## config.mk

```make
export PLATFORM = sky130hd
export DESIGN_NAME = otg_regs
export DESIGN_NICKNAME = d
export VERILOG_FILES = /design/src/rtl/otg_regs_pkg.sv /design/src/rtl/otg_in_sync.sv /design/src/rtl/otg_evt_unit.sv /design/src/rtl/otg_cfg_ctl.sv /design/src/rtl/otg_regs.sv
export SDC_FILE = /design/constraint.sdc
export NUM_CORES = 1
export LEC_CHECK = 0
export BUFFER_PORTS_ARGS = -buffer_cell sky130_fd_sc_hd__buf_4
export CAP_MARGIN = 40
export CELL_PAD_IN_SITES_DETAIL_PLACEMENT = 1
export CELL_PAD_IN_SITES_GLOBAL_PLACEMENT = 1
export CORE_MARGIN = 2
export CORE_UTILIZATION = 29
export CTS_BUF_LIST = sky130_fd_sc_hd__clkbuf_16
export DETAILED_ROUTE_END_ITERATION = 6
export PLACE_DENSITY = 0.8
export SLEW_MARGIN = 30
export SYNTH_ARGS = -nofsm -noshare
export SYNTH_HDL_FRONTEND = slang
export SYNTH_HIERARCHICAL = 1
export SYNTH_SLANG_ARGS = --single-unit
export TNS_END_PERCENT = 50
```

## constraint.sdc

```tcl
create_clock -name clk_i -period 0.95 [get_ports clk_i]
set_input_delay 0.0475 -clock clk_i [delete_from_list [all_inputs] [get_ports clk_i]]
set_output_delay 0.0475 -clock clk_i [all_outputs]
set_load 0.02 [all_outputs]
```

## src/rtl/otg_regs_pkg.sv

```systemverilog
package otg_regs_pkg;
  localparam int DATA_W = 32;

  localparam logic [7:0] OFS_CFG = 8'h00;
  localparam logic [7:0] OFS_CTL = 8'h04;
  localparam logic [7:0] OFS_EVT = 8'h08;
  localparam logic [7:0] OFS_EN  = 8'h0C;
  localparam logic [7:0] OFS_STS = 8'h10;
  localparam logic [7:0] OFS_HW  = 8'h14;

  localparam int EVT_ID_BIT   = 24;
  localparam int EVT_BSES_BIT = 8;
  localparam int EVT_MODE_BIT = 31;
  localparam int STS_ID_BIT   = 0;
  localparam int STS_BSES_BIT = 2;
  localparam int HW_OTG_BIT   = 10;

  localparam int CFG_W = 3;
  localparam int CTL_W = 7;
  localparam int CTL_PERI_BIT = 6;
  localparam int CTL_PWR_BIT  = 5;
  localparam logic [CTL_W-1:0] CTL_RST = 7'h40;

  // event slot indices inside the event unit
  localparam int NUM_EV  = 2;
  localparam int EV_ID   = 0;
  localparam int EV_BSES = 1;
endpackage

```

## src/rtl/otg_in_sync.sv

```systemverilog
module otg_in_sync #(
  parameter int NUM_IN = 2,
  parameter int STAGES = 2
) (
  input  logic              clk_i,
  input  logic              rst_ni,
  input  logic [NUM_IN-1:0] async_i,
  output logic [NUM_IN-1:0] sync_o,
  output logic [NUM_IN-1:0] chg_o
);
  for (genvar g = 0; g < NUM_IN; g++) begin : g_in
    logic [STAGES-1:0] sh_q;
    logic              prev_q;

    always_ff @(posedge clk_i or negedge rst_ni) begin
      if (!rst_ni) begin
        sh_q   <= '0;
        prev_q <= 1'b0;
      end else begin
        sh_q   <= {sh_q[STAGES-2:0], async_i[g]};
        prev_q <= sh_q[STAGES-1];
      end
    end

    assign sync_o[g] = sh_q[STAGES-1];
    assign chg_o[g]  = sh_q[STAGES-1] ^ prev_q;
  end
endmodule

```

## src/rtl/otg_evt_unit.sv

```systemverilog
module otg_evt_unit #(
  parameter int NUM_EV = 2
) (
  input  logic              clk_i,
  input  logic              rst_ni,
  input  logic [NUM_EV-1:0] set_i,
  input  logic              clr_we_i,
  input  logic [NUM_EV-1:0] clr_bits_i,
  input  logic              en_we_i,
  input  logic [NUM_EV-1:0] en_bits_i,
  output logic [NUM_EV-1:0] evt_o,
  output logic [NUM_EV-1:0] en_o,
  output logic              irq_o
);
  logic [NUM_EV-1:0] evt_q, en_q, clr;
  logic              irq_q;

  assign clr = clr_we_i ? clr_bits_i : '0;

  always_ff @(posedge clk_i or negedge rst_ni) begin
    if (!rst_ni) begin
      evt_q <= '0;
      en_q  <= '0;
      irq_q <= 1'b0;
    end else begin
      evt_q <= (evt_q & ~clr) | set_i;  // set wins over clear
      if (en_we_i) en_q <= en_bits_i;
      irq_q <= |(evt_q & en_q);
    end
  end

  assign evt_o = evt_q;
  assign en_o  = en_q;
  assign irq_o = irq_q;

  for (genvar i = 0; i < NUM_EV; i++) begin : g_chk
    assert_set_wins_R5: assert property (@(posedge clk_i) disable iff (!rst_ni)
      set_i[i] |=> evt_q[i]);
    assert_w1c_R4: assert property (@(posedge clk_i) disable iff (!rst_ni)
      (clr[i] && !set_i[i]) |=> !evt_q[i]);
    assert_hold_R4: assert property (@(posedge clk_i) disable iff (!rst_ni)
      (!clr[i] && !set_i[i]) |=> $stable(evt_q[i]));
  end

  assert_irq_mask_R6: assert property (@(posedge clk_i) disable iff (!rst_ni)
    (en_q == '0) |=> !irq_o);
  assert_irq_src_R6: assert property (@(posedge clk_i) disable iff (!rst_ni)
    irq_o |-> $past(|(evt_q & en_q)));
endmodule

```

## src/rtl/otg_cfg_ctl.sv

```systemverilog
module otg_cfg_ctl
  import otg_regs_pkg::*;
(
  input  logic             clk_i,
  input  logic             rst_ni,
  input  logic             cfg_we_i,
  input  logic             ctl_we_i,
  input  logic [CFG_W-1:0] cfg_wdata_i,
  input  logic [CTL_W-1:0] ctl_wdata_i,
  output logic [CFG_W-1:0] cfg_o,
  output logic [CTL_W-1:0] ctl_o
);
  logic [CFG_W-1:0] cfg_q;
  logic [CTL_W-1:0] ctl_q;

  always_ff @(posedge clk_i or negedge rst_ni) begin
    if (!rst_ni) begin
      cfg_q <= '0;
      ctl_q <= CTL_RST;
    end else begin
      if (cfg_we_i) cfg_q <= cfg_wdata_i;
      if (ctl_we_i) ctl_q <= ctl_wdata_i;
    end
  end

  assign cfg_o = cfg_q;
  assign ctl_o = ctl_q;

  assert_ctl_wr_R7: assert property (@(posedge clk_i) disable iff (!rst_ni)
    ctl_we_i |=> (ctl_o == $past(ctl_wdata_i)));
  assert_ctl_keep_R7: assert property (@(posedge clk_i) disable iff (!rst_ni)
    !ctl_we_i |=> $stable(ctl_o));
  assert_cfg_keep_R8: assert property (@(posedge clk_i) disable iff (!rst_ni)
    !cfg_we_i |=> $stable(cfg_o));
endmodule

```

## src/rtl/otg_regs.sv

```systemverilog
module otg_regs
  import otg_regs_pkg::*;
#(
  parameter int ADDR_W  = 8,
  parameter int SYNC_ST = 2
) (
  input  logic              clk_i,
  input  logic              rst_ni,
  input  logic [ADDR_W-1:0] addr_i,
  input  logic [DATA_W-1:0] wdata_i,
  input  logic              we_i,
  output logic [DATA_W-1:0] rdata_o,
  input  logic              id_i,
  input  logic              bsess_i,
  output logic              peri_mode_o,
  output logic              port_pwr_o,
  output logic              irq_o
);
  logic [NUM_EV-1:0] sync_lvl, chg, evt, en, clr_bits, en_bits;
  logic [CFG_W-1:0]  cfg;
  logic [CTL_W-1:0]  ctl;
  logic              sel_cfg, sel_ctl, sel_evt, sel_en;
  logic              wdata_unused;

  assign sel_cfg = addr_i == ADDR_W'(OFS_CFG);
  assign sel_ctl = addr_i == ADDR_W'(OFS_CTL);
  assign sel_evt = addr_i == ADDR_W'(OFS_EVT);
  assign sel_en  = addr_i == ADDR_W'(OFS_EN);

  always_comb begin
    clr_bits          = '0;
    en_bits           = '0;
    clr_bits[EV_ID]   = wdata_i[EVT_ID_BIT];
    clr_bits[EV_BSES] = wdata_i[EVT_BSES_BIT];
    en_bits[EV_ID]    = wdata_i[EVT_ID_BIT];
    en_bits[EV_BSES]  = wdata_i[EVT_BSES_BIT];
  end

  assign wdata_unused = ^wdata_i;

  otg_in_sync #(.NUM_IN(NUM_EV), .STAGES(SYNC_ST)) i_sync (
    .clk_i   (clk_i),
    .rst_ni  (rst_ni),
    .async_i ({bsess_i, id_i}),
    .sync_o  (sync_lvl),
    .chg_o   (chg)
  );

  otg_evt_unit #(.NUM_EV(NUM_EV)) i_evt (
    .clk_i      (clk_i),
    .rst_ni     (rst_ni),
    .set_i      (chg),
    .clr_we_i   (we_i && sel_evt),
    .clr_bits_i (clr_bits),
    .en_we_i    (we_i && sel_en),
    .en_bits_i  (en_bits),
    .evt_o      (evt),
    .en_o       (en),
    .irq_o      (irq_o)
  );

  otg_cfg_ctl i_cfg_ctl (
    .clk_i       (clk_i),
    .rst_ni      (rst_ni),
    .cfg_we_i    (we_i && sel_cfg),
    .ctl_we_i    (we_i && sel_ctl),
    .cfg_wdata_i (wdata_i[CFG_W-1:0]),
    .ctl_wdata_i (wdata_i[CTL_W-1:0]),
    .cfg_o       (cfg),
    .ctl_o       (ctl)
  );

  assign peri_mode_o = ctl[CTL_PERI_BIT];
  assign port_pwr_o  = ctl[CTL_PWR_BIT];

  always_comb begin
    rdata_o = '0;
    unique case (addr_i)
      ADDR_W'(OFS_CFG): rdata_o[CFG_W-1:0] = cfg;
      ADDR_W'(OFS_CTL): rdata_o[CTL_W-1:0] = ctl;
      ADDR_W'(OFS_EVT): begin
        rdata_o[EVT_ID_BIT]   = evt[EV_ID];
        rdata_o[EVT_BSES_BIT] = evt[EV_BSES];
        rdata_o[EVT_MODE_BIT] = ctl[CTL_PERI_BIT];
      end
      ADDR_W'(OFS_EN): begin
        rdata_o[EVT_ID_BIT]   = en[EV_ID];
        rdata_o[EVT_BSES_BIT] = en[EV_BSES];
      end
      ADDR_W'(OFS_STS): begin
        rdata_o[STS_ID_BIT]   = sync_lvl[EV_ID];
        rdata_o[STS_BSES_BIT] = sync_lvl[EV_BSES];
      end
      ADDR_W'(OFS_HW): rdata_o[HW_OTG_BIT] = 1'b1;
      default: rdata_o = '0;
    endcase
  end

  assert_id_evt_R2: assert property (@(posedge clk_i) disable iff (!rst_ni)
    (sync_lvl[EV_ID] != $past(sync_lvl[EV_ID])) |=> evt[EV_ID]);
  assert_bses_evt_R3: assert property (@(posedge clk_i) disable iff (!rst_ni)
    (sync_lvl[EV_BSES] != $past(sync_lvl[EV_BSES])) |=> evt[EV_BSES]);
  assert_mode_flag_R4: assert property (@(posedge clk_i) disable iff (!rst_ni)
    sel_evt |-> (rdata_o[EVT_MODE_BIT] == peri_mode_o));
  assert_hw_ro_R9: assert property (@(posedge clk_i) disable iff (!rst_ni)
    (addr_i == ADDR_W'(OFS_HW)) |-> (rdata_o == 32'h0000_0400));
endmodule

```

==> results.tsv, run 1 <==
metric	value	unit
status	finished with violations	
failing checks	negative setup slack	
CTS Buffer Depth	2	
DR pass1 iterations	2	
Initial Utilization	29.58	%
DR vias/cell	4.319	
CP cell instances	mux2_4 > a32oi_2 > nor2_1 > buf_4	
max cap viols	0	
clk_skew	0.002635	ns
post-route cell area	0.001896	sq mm
warning count from the yosys run	6	
DP HPWL	2184	microns
num rows	23	
clk sink count	21	
Final ANT Viol Nets	0	
worst skew pair latency	0.25	ns
Critical Path Sink Type	primary output	
Multi-input gate area	655.6	sq um
Max stage delay cell, worst path	dfrtp_1	
Placed Area	0.001490	sq mm
crit-path max FO	2	
I/O pins	80	
total chip power	2250	uW
first-pass GRT wire length	4830	microns
setup TNS	-4.632	ns
critical path arrival	1.30	ns
Worst setup SP type	flop	
CTS root buf	clkbuf_16	
Leakage Power	0.0009268	uW
Netlist cell types	24	
wire per inst	14.87	microns
hold_ws	0.02442	ns
total congestion overflow	0	
peak supply drop	0.0005986	V
Tcrit/Tclk final	141.9	%
Hold Fails Final Rpt	0	
commonest non-fill, non-tap cell in the layout	buf_4	
register area	526.8	sq um
Port Buffers	35	
vias	920	
fmax	742.0	MHz
Layout Nets	209	
fin cells	213	
core area	0.003943	sq mm
Finish-stage setup viols	26	
FF+latch count, synth	21	
Final WS setup	-0.3976	ns
post-route DRC violation count	0	
Slew Limit Fails	0	
type of the tightest min-delay check	in -> reg	
largest net degree at the start of global routing	22	
worst setup path category	reg -> out	
Global Route Usage Sum	14.67	%
area grow syn2layout	62.55	%
PwrDens	1187	mW/mm^2
Worst-path clk slew	0.06	ns
fill cell count	419	
register area share after synthesis	45.17	%
Worst path max stage delay	0.38	ns
vias in the first global route	1022	
commonest cells after routing, fill and taps aside	buf_4 (45), conb_1 (21), dfrtp_1 (20), buf_6 (15), mux2_4 (13)	
initial antenna violation count	0	
Req. time, crit path	0.90	ns
Final min period	1.348	ns
Mapped Area	0.001166	sq mm
CTS tree	yes	
DRT iter0 DRCs	8	
Die X	67.41	microns
die area	0.004544	sq mm
# diodes	0	
layout cell share with drive strength beyond 1	63.19	%
RSZ-0062 raised after global routing	true	
H-tree Lvls	1	
drt total wl	3167	microns
CTS buffer count	3	
Routability Congestion	0.7083	
die height	67.41	microns
dpl cells	194	
Syn Area/Cell	11.78	sq um
Mapped Cells	99	
[cell families (layout without fill, tap and decap cells)]
group / count (synthesis) / in the layout / synth area share [%]
and+or+nand+nor: 27 / 27 / 13.95
buffers and inverters: 26 / 70 / 16.52
DFF: 21 / 21 / 45.17
muxes: 17 / 17 / 18.99
AOI/OAI and AO/OA: 5 / 5 / 3.541
xor gates and xnor gates: 2 / 2 / 1.502
other: 1 / 21 / 0.3216
[state kept, by name, indices dropped and copies added (netlist names)]
| name | cells |
|---|---|
| i_cfg_ctl/ctl_o | 7 |
| i_sync/g_in.sh_q | 4 |
| i_cfg_ctl/cfg_o | 3 |
| i_evt/en_o | 2 |
| i_evt/evt_o | 2 |
| i_sync/g_in.prev_q | 2 |
| i_evt/irq_o | 1 |
[what timing repair did]
item / in CTS / in global routing
setup endpoints to repair: 26 / 26
cloned: 0 / 0
pin swaps: 13 / 4
hold endpoints to repair: 23 / 0
buffers inserted: 8 / 4
hold buffers: 3 / 0
resized for setup: 33 / 16
[layer usage]
| metal | vias to the layer above | global-route usage, % | part of all wire, % |
|---|---|---|---|
| li1 | 419 | - | - |
| met1 | 458 | 15.17 | 37 |
| met2 | 36 | 27.60 | 56 |
| met3 | 7 | 3.000 | 5.2 |
| met4 | 0 | 7.653 | 2.5 |
| met5 | - | 0 | 0 |
[cell usage after synthesis]
library cell   n  area share, %
and2_4         1           0.75
nor4b_1        1           0.75
and3_1         6            3.2
mux2i_1        3            2.6
nor3_1         1           0.43
dfstp_2        1            2.3
nor2_1         9            2.9
mux2_4         9             12
nor3b_2        1            1.1
buf_2          1           0.43
mux2_2         5            4.8
buf_4         23             15
xor2_1         2            1.5
a21o_1         2            1.3
inv_1          1           0.32
nor4_4         1            1.8
or3_1          1           0.54
dfrtp_1       20             43
buf_6          1           0.97
conb_1         1           0.32
a22o_1         1           0.75
nand2_1        5            1.6
nand3_2        1           0.86
a32oi_1        2            1.5
[worst paths after layout]
check                                  startpoint                endpoint  slack (ns)  depth (start not counted)
max                            i_cfg_ctl/cfg_o[2]              rdata_o[2]       -0.40                          4
min                                    wdata_i[6]      i_cfg_ctl/ctl_o[6]        0.02                          2
max reg2reg                    i_cfg_ctl/ctl_o[2]      i_cfg_ctl/ctl_o[2]       -0.06                          3
min reg2reg                i_sync/g_in[1].sh_q[0]  i_sync/g_in[1].sh_q[1]        0.35                          0
max in group asynchronous                  rst_ni      i_cfg_ctl/ctl_o[6]        0.45                          2
min in group asynchronous                  rst_ni          i_evt/evt_o[1]        0.23                          2
[metrics by stage]
stage	utilization, %	worst slack, ns
detailed placement	37.80	-0.5526
floorplan	-	-0.3642
CTS	45.60	-0.4157
global route	48.08	-0.4423
finish	48.08	-0.3976
global placement	37.80	-0.5011
[worst max-delay path, delay by kind of cell, from the launching register on]
| kind | cells | cell delay, ns |
|---|---|---|
| flip-flops | 1 | 0.38 |
| multiplexers | 1 | 0.29 |
| AO/OA/AOI/OAI | 1 | 0.15 |
| AND/OR/NAND/NOR | 1 | 0.07 |
| buffers and inverters | 1 | 0.16 |
[report_power, final]
group | switching [uW] | internal (uW)
clock | 325 | 565
combinational | 208 | 187
sequential | 27.2 | 938
total | 560 | 1690
[cell type report]
class,count,area share [%]
clock inverter,1,0.2640
inverter,1,0.1980
sequential,21,27.79
clock buffer,3,3.960
timing repair buffer,65,29.90
multi-input combinational,72,34.59
tap,50,3.300
Power figures use the tool's default switching activity.
==> inputs of run 2 (changes only) <==
- CORE_UTILIZATION: 29 -> 32
- PLACE_DENSITY: 0.8 -> 0.87
- clock period: 0.95 -> 1.6 ns (I/O delays scaled with it)
==> results.tsv, run 2 (same netlist as run 1, synthesis figures left out) <==
metric	value	unit	change
Global Route Usage Sum	13.44	%	was 14.67%
DR pass1 iterations	4		was 2
Worst path max stage delay	0.38	ns	about the same
Leakage Power	0.0007609	uW	was 0.0009268 uW
sw frac	23.60	%	was 24.87%
critical path arrival	1.30	ns	about the same
Worst-Margin Slew	0.4857	ns	
total congestion overflow	0		unchanged
clk sink count	21		unchanged
num rows	21		was 23
Worst setup SP type	flop		unchanged
Slew Limit Fails	0		unchanged
Tcrit/Tclk final	86.50	%	
largest net degree at the start of global routing	22		unchanged
vias	817		was 920
Clk pwr share	40.9	%	was 39.6%
H-tree Lvls	1		unchanged
commonest non-fill, non-tap cell in the layout	buf_4		unchanged
Finish-stage setup viols	0		was 26
die area	0.004143	sq mm	was 0.004544 sq mm
CTS root buf	clkbuf_16		unchanged
post-route cell area	0.001505	sq mm	was 0.001896 sq mm
DP HPWL	2020	microns	was 2184 microns
Max transition margin	67.16	%	
DR vias/cell	4.416		was 4.319
Max stage delay cell, worst path	dfrtp_1		unchanged
sw power	299.2	uW	was 559.7 uW
fin cells	185		was 213
number of flip-flops in the largest register	7		unchanged
Placed Area	0.001395	sq mm	was 0.001490 sq mm
Flop pwr share	45.0	%	was 42.9%
wire per inst	14.18	microns	was 14.87 microns
peak supply drop	0.0004884	V	was 0.0005986 V
Routability Congestion	0.7266		was 0.7083
Comb pwr share	14.0	%	was 17.6%
first-pass GRT wire length	4209	microns	was 4830 microns
setup TNS	0	ns	was -4.632 ns
DRT iter0 DRCs	5		was 8
CTS Buffer Depth	2		unchanged
layout cell share with drive strength beyond 1	43.88	%	was 63.19%
cell family with most CP delay	flip-flops		unchanged
register-to-register setup slack	0.77	ns	was -0.06 ns
post-CTS setup buffer count	0		was 8
CTS tree	yes		unchanged
status	finished, final reports clean		was finished with violations
CP bufs+invs	1		unchanged
Worst-path clk slew	0.06	ns	about the same
type of the tightest min-delay check	in -> reg		unchanged
worst setup path category	reg -> out		unchanged
Die X	64.37	microns	was 67.41 microns
Hold Fails Final Rpt	0		unchanged
clk_skew	0.001524	ns	was 0.002635 ns
# diodes	0		unchanged
dpl cells	178		was 194
CP cell instances	mux2_2 > a32oi_1 > nor2_1 > buf_4		was mux2_4 > a32oi_2 > nor2_1 > buf_4
crit-path max FO	2		unchanged
max cap viols	0		unchanged
vias in the first global route	894		was 1,022
Req. time, crit path	1.52	ns	was 0.90 ns
Final ANT Viol Nets	0		unchanged
PwrDens	842.4	mW/mm^2	was 1187 mW/mm^2
drt total wl	2623	microns	was 3167 microns
Power Internal	968.7	uW	was 1691 uW
area grow syn2layout	29.08	%	was 62.55%
Initial Utilization	34.14	%	was 29.58%
post_cts resized	0		was 33
RSZ-0062 raised after global routing	false		was true
Layout Nets	185		was 209
Port Buffers	35		unchanged
die height	64.37	microns	was 67.41 microns
Hold Buf Count CTS	3		unchanged
Final min period	1.384	ns	
I/O pins	80		unchanged
initial antenna violation count	0		unchanged
worst skew pair latency	0.25	ns	about the same
fmax	722.5	MHz	
CTS buffer count	3		unchanged
core area	0.003416	sq mm	was 0.003943 sq mm
commonest cells after routing, fill and taps aside	buf_4 (38), conb_1 (21), dfrtp_1 (20), nor2_1 (9), mux2_4 (9)		was buf_4 (45), conb_1 (21), dfrtp_1 (20), buf_6 (15), mux2_4 (13)
fill cell count	401		was 419
Critical Path Sink Type	primary output		unchanged
post-route DRC violation count	0		unchanged
## run 2: area by class of cell
cell class                      instances  area (sq um)  share of cell area, %
Tap cell                               46         57.56                  3.824
Timing Repair Buffer                   41         315.3                  20.95
Sequential cell                        21         526.8                  35.00
Clock inverter                          1         5.005                 0.3325
Multi-Input combinational cell         72         521.8                  34.66
Clock buffer                            3         75.07                  4.988
Inverter                                1         3.754                 0.2494
## run 2: worst paths after layout
| check | from | to | cells after the start |
|---|---|---|---|
| worst max-delay path | i_cfg_ctl/ctl_o[0] | rdata_o[0] | 4 |
| worst min-delay path | wdata_i[5] | i_cfg_ctl/ctl_o[5] | 2 |
| worst max register to register | i_sync/g_in[0].sh_q[1] | i_evt/evt_o[0] | 2 |
| worst min register to register | i_sync/g_in[0].sh_q[0] | i_sync/g_in[0].sh_q[1] | 0 |
| max in group asynchronous | rst_ni | i_cfg_ctl/ctl_o[6] | 2 |
| min in group asynchronous | rst_ni | i_evt/en_o[1] | 2 |
## run 2: metal layers
layer	vias up	part of all wire, %	global-route usage [%]
li1	373	-	-
met1	401	38	14.95
met2	38	55	25.13
met3	5	5.3	2.113
met4	0	1.7	5.585
met5	-	0	0
## run 2: per-stage QoR
step	setup slack, ns	hold WS, ns	utilization (%)	power [uW]
floorplan	0.2533	-0.2156	-	713.9
global placement	0.08007	-0.02936	40.84	744.8
detailed placement	0.04579	-0.02601	40.84	752.4
CTS	0.1906	0.05436	44.07	1286
global route	0.1527	0.06226	44.07	1326
finish	0.2159	0.06251	44.07	1268
## run 2: power groups by stage
stage          sequential (uW)  combinational [uW]  clock [uW]
5_1_grt                    574                 192         559
4_1_cts                    571                 179         536
3_5_place_dp               580                 172           0
6_report                   571                 178         519
3_3_place_gp               578                 166           0
2_1_floorplan              582                 132           0
## run 2: worst register-to-register path: cells and delay by family, from the launching register on
kind | cells | cell delay [ns]
DFF | 1 | 0.41
xor gates and xnor gates | 1 | 0.16
AOI/OAI and AO/OA | 1 | 0.16
==> inputs of run 3 (changes only) <==
- CELL_PAD_IN_SITES_DETAIL_PLACEMENT: 1 -> not set
- CELL_PAD_IN_SITES_GLOBAL_PLACEMENT: 1 -> not set
- CORE_UTILIZATION: 32 -> 39
- PLACE_DENSITY: 0.87 -> 0.78
- RECOVER_POWER: not set -> 100
==> results.tsv, run 3 (same netlist as run 1, synthesis figures left out) <==
metric	value	unit	change
clk_skew	0.002232	ns	was 0.001524 ns
area grow syn2layout	22.53	%	was 29.08%
# diodes	0		unchanged
PwrDens	879.6	mW/mm^2	was 842.4 mW/mm^2
critical path arrival	1.59	ns	was 1.30 ns
vias in the first global route	857		was 894
Tcrit/Tclk final	91.02	%	was 86.50%
crit-path max FO	7		was 2
failing checks	design-rule violations		
setup TNS	0	ns	unchanged
Port Buffers	35		unchanged
DP HPWL	1812	microns	was 2020 microns
Critical Path Sink Type	flop		was primary output
worst setup path category	in -> reg		was reg -> out
Hold Fails Final Rpt	0		unchanged
core area	0.002805	sq mm	was 0.003416 sq mm
clk sink count	21		unchanged
type of the tightest min-delay check	in -> reg		unchanged
worst r2r src	i_sync/g_in[1].sh_q[1]		was i_sync/g_in[0].sh_q[1]
commonest cells after routing, fill and taps aside	buf_4 (23), conb_1 (21), dfrtp_1 (20), clkbuf_1 (11), nor2_1 (9)		was buf_4 (38), conb_1 (21), dfrtp_1 (20), nor2_1 (9), mux2_4 (9)
fmax	686.6	MHz	was 722.5 MHz
die area	0.003443	sq mm	was 0.004143 sq mm
total congestion overflow	0		unchanged
Max stage delay cell, worst path	mux2_4		was dfrtp_1
drt total wl	2381	microns	was 2623 microns
I/O pins	80		unchanged
largest net degree at the start of global routing	22		unchanged
Initial Utilization	41.57	%	was 34.14%
Worst setup SP type	input pin		was flop
Routability Congestion	0.8586		was 0.7266
Die X	58.68	microns	was 64.37 microns
Hold Buf Count CTS	3		unchanged
Leakage Power	0.0007116	uW	was 0.0007609 uW
fin cells	170		was 185
worst skew pair latency	0.25	ns	about the same
CTS Buffer Depth	2		unchanged
Max transition margin	24.76	%	was 67.16%
Worst-Margin Slew	1.129	ns	was 0.4857 ns
wire per inst	14.01	microns	was 14.18 microns
peak supply drop	0.0007614	V	was 0.0004884 V
CTS tree	yes		unchanged
number of flip-flops in the largest register	7		unchanged
Req. time, crit path	1.74	ns	was 1.52 ns
first-pass GRT wire length	3912	microns	was 4209 microns
post_cts resized	0		unchanged
fill cell count	253		was 401
H-tree Lvls	1		unchanged
Finish-stage setup viols	0		unchanged
hold_ws	0.05735	ns	was 0.06251 ns
vias	831		was 817
commonest non-fill, non-tap cell in the layout	buf_4		unchanged
DRT iter0 DRCs	31		was 5
Global Route Usage Sum	15.22	%	was 13.44%
dpl cells	163		was 178
Worst path max stage delay	0.33	ns	was 0.38 ns
CTS buffer count	3		unchanged
CTS root buf	clkbuf_16		unchanged
Slew Limit Fails	0		unchanged
CP bufs+invs	2		was 1
post-route DRC violation count	6		was 0
Final min period	1.456	ns	was 1.384 ns
cell family with most CP delay	simple AND/OR/NAND/NOR gates		was flip-flops
initial antenna violation count	0		unchanged
status	finished with violations		was finished, final reports clean
min-delay src	wdata_i[5]		unchanged
Worst-path clk slew	0.05	ns	was 0.06 ns
source of the critical timing path	addr_i[5]		was i_cfg_ctl/ctl_o[0]
RSZ-0062 raised after global routing	false		unchanged
CP cell instances	clkbuf_1 > nor4_4 > and2_0 > and3_1 > clkbuf_2 > mux2_4		was mux2_2 > a32oi_1 > nor2_1 > buf_4
max cap viols	0		unchanged
layout cell share with drive strength beyond 1	33.09	%	was 43.88%
die height	58.68	microns	was 64.37 microns
Layout Nets	185		unchanged
num rows	19		was 21
DR vias/cell	4.888		was 4.416
Final ANT Viol Nets	0		unchanged
DR pass1 iterations	7		was 4
post-CTS setup buffer count	0		unchanged
[run 3: cell types whose count changed in the layout (fill, tap and decap cells not counted), moves of 2 or more]
cell and delta:
mux2_4 -2, clkbuf_1 +11, buf_4 -15, clkbuf_4 +2
clkbuf_2 +2
[run 3: routing by layer]
metal	GRT usage [%]	routed length, microns	up-vias
met5	0	0	-
met4	6.169	44	0
met3	4.615	203	6
met2	25.84	1180	52
met1	17.99	952	400
li1	-	-	373
[run 3: worst paths after layout]
kind | end | slack (ns) | cells after the start
worst min register to register | i_sync/g_in[0].sh_q[1] | 0.35 | 0
worst min-delay path | i_cfg_ctl/ctl_o[5] | 0.06 | 2
min in group asynchronous | i_cfg_ctl/ctl_o[0] | 0.57 | 2
worst max-delay path | i_cfg_ctl/ctl_o[2] | 0.14 | 6
worst max register to register | i_evt/evt_o[1] | 0.78 | 2
max in group asynchronous | i_sync/g_in[0].sh_q[1] | 0.36 | 2
[run 3: where the power goes]
part           internal [uW]  total (uW)  switching [uW]
Clock                    333         517             184
Combinational           68.6         169             100
Sequential               556         571            14.2
Total                    958        1260             299
[run 3: per-stage QoR]
stage	cell area [sq um]	worst slack (ns)	util, %	power [uW]
3_3_place_gp	1376	0.1082	49.06	743.7
5_1_grt	1429	0.04575	50.94	1310
4_1_cts	1485	0.1712	52.94	1279
3_5_place_dp	1376	0.04411	49.06	750.9
6_report	1429	0.1436	50.94	1257
2_1_floorplan	1241	0.2533	-	713.9
[run 3: cell type report]
cell class	count	area, sq um	area share (%)
Sequential cell	21	526.8	36.87
Clock inverter	1	3.754	0.2627
Multi-Input combinational cell	72	511.7	35.81
Timing Repair Buffer	41	269.0	18.83
Inverter	1	3.754	0.2627
Tap cell	31	38.79	2.715
Clock buffer	3	75.07	5.254
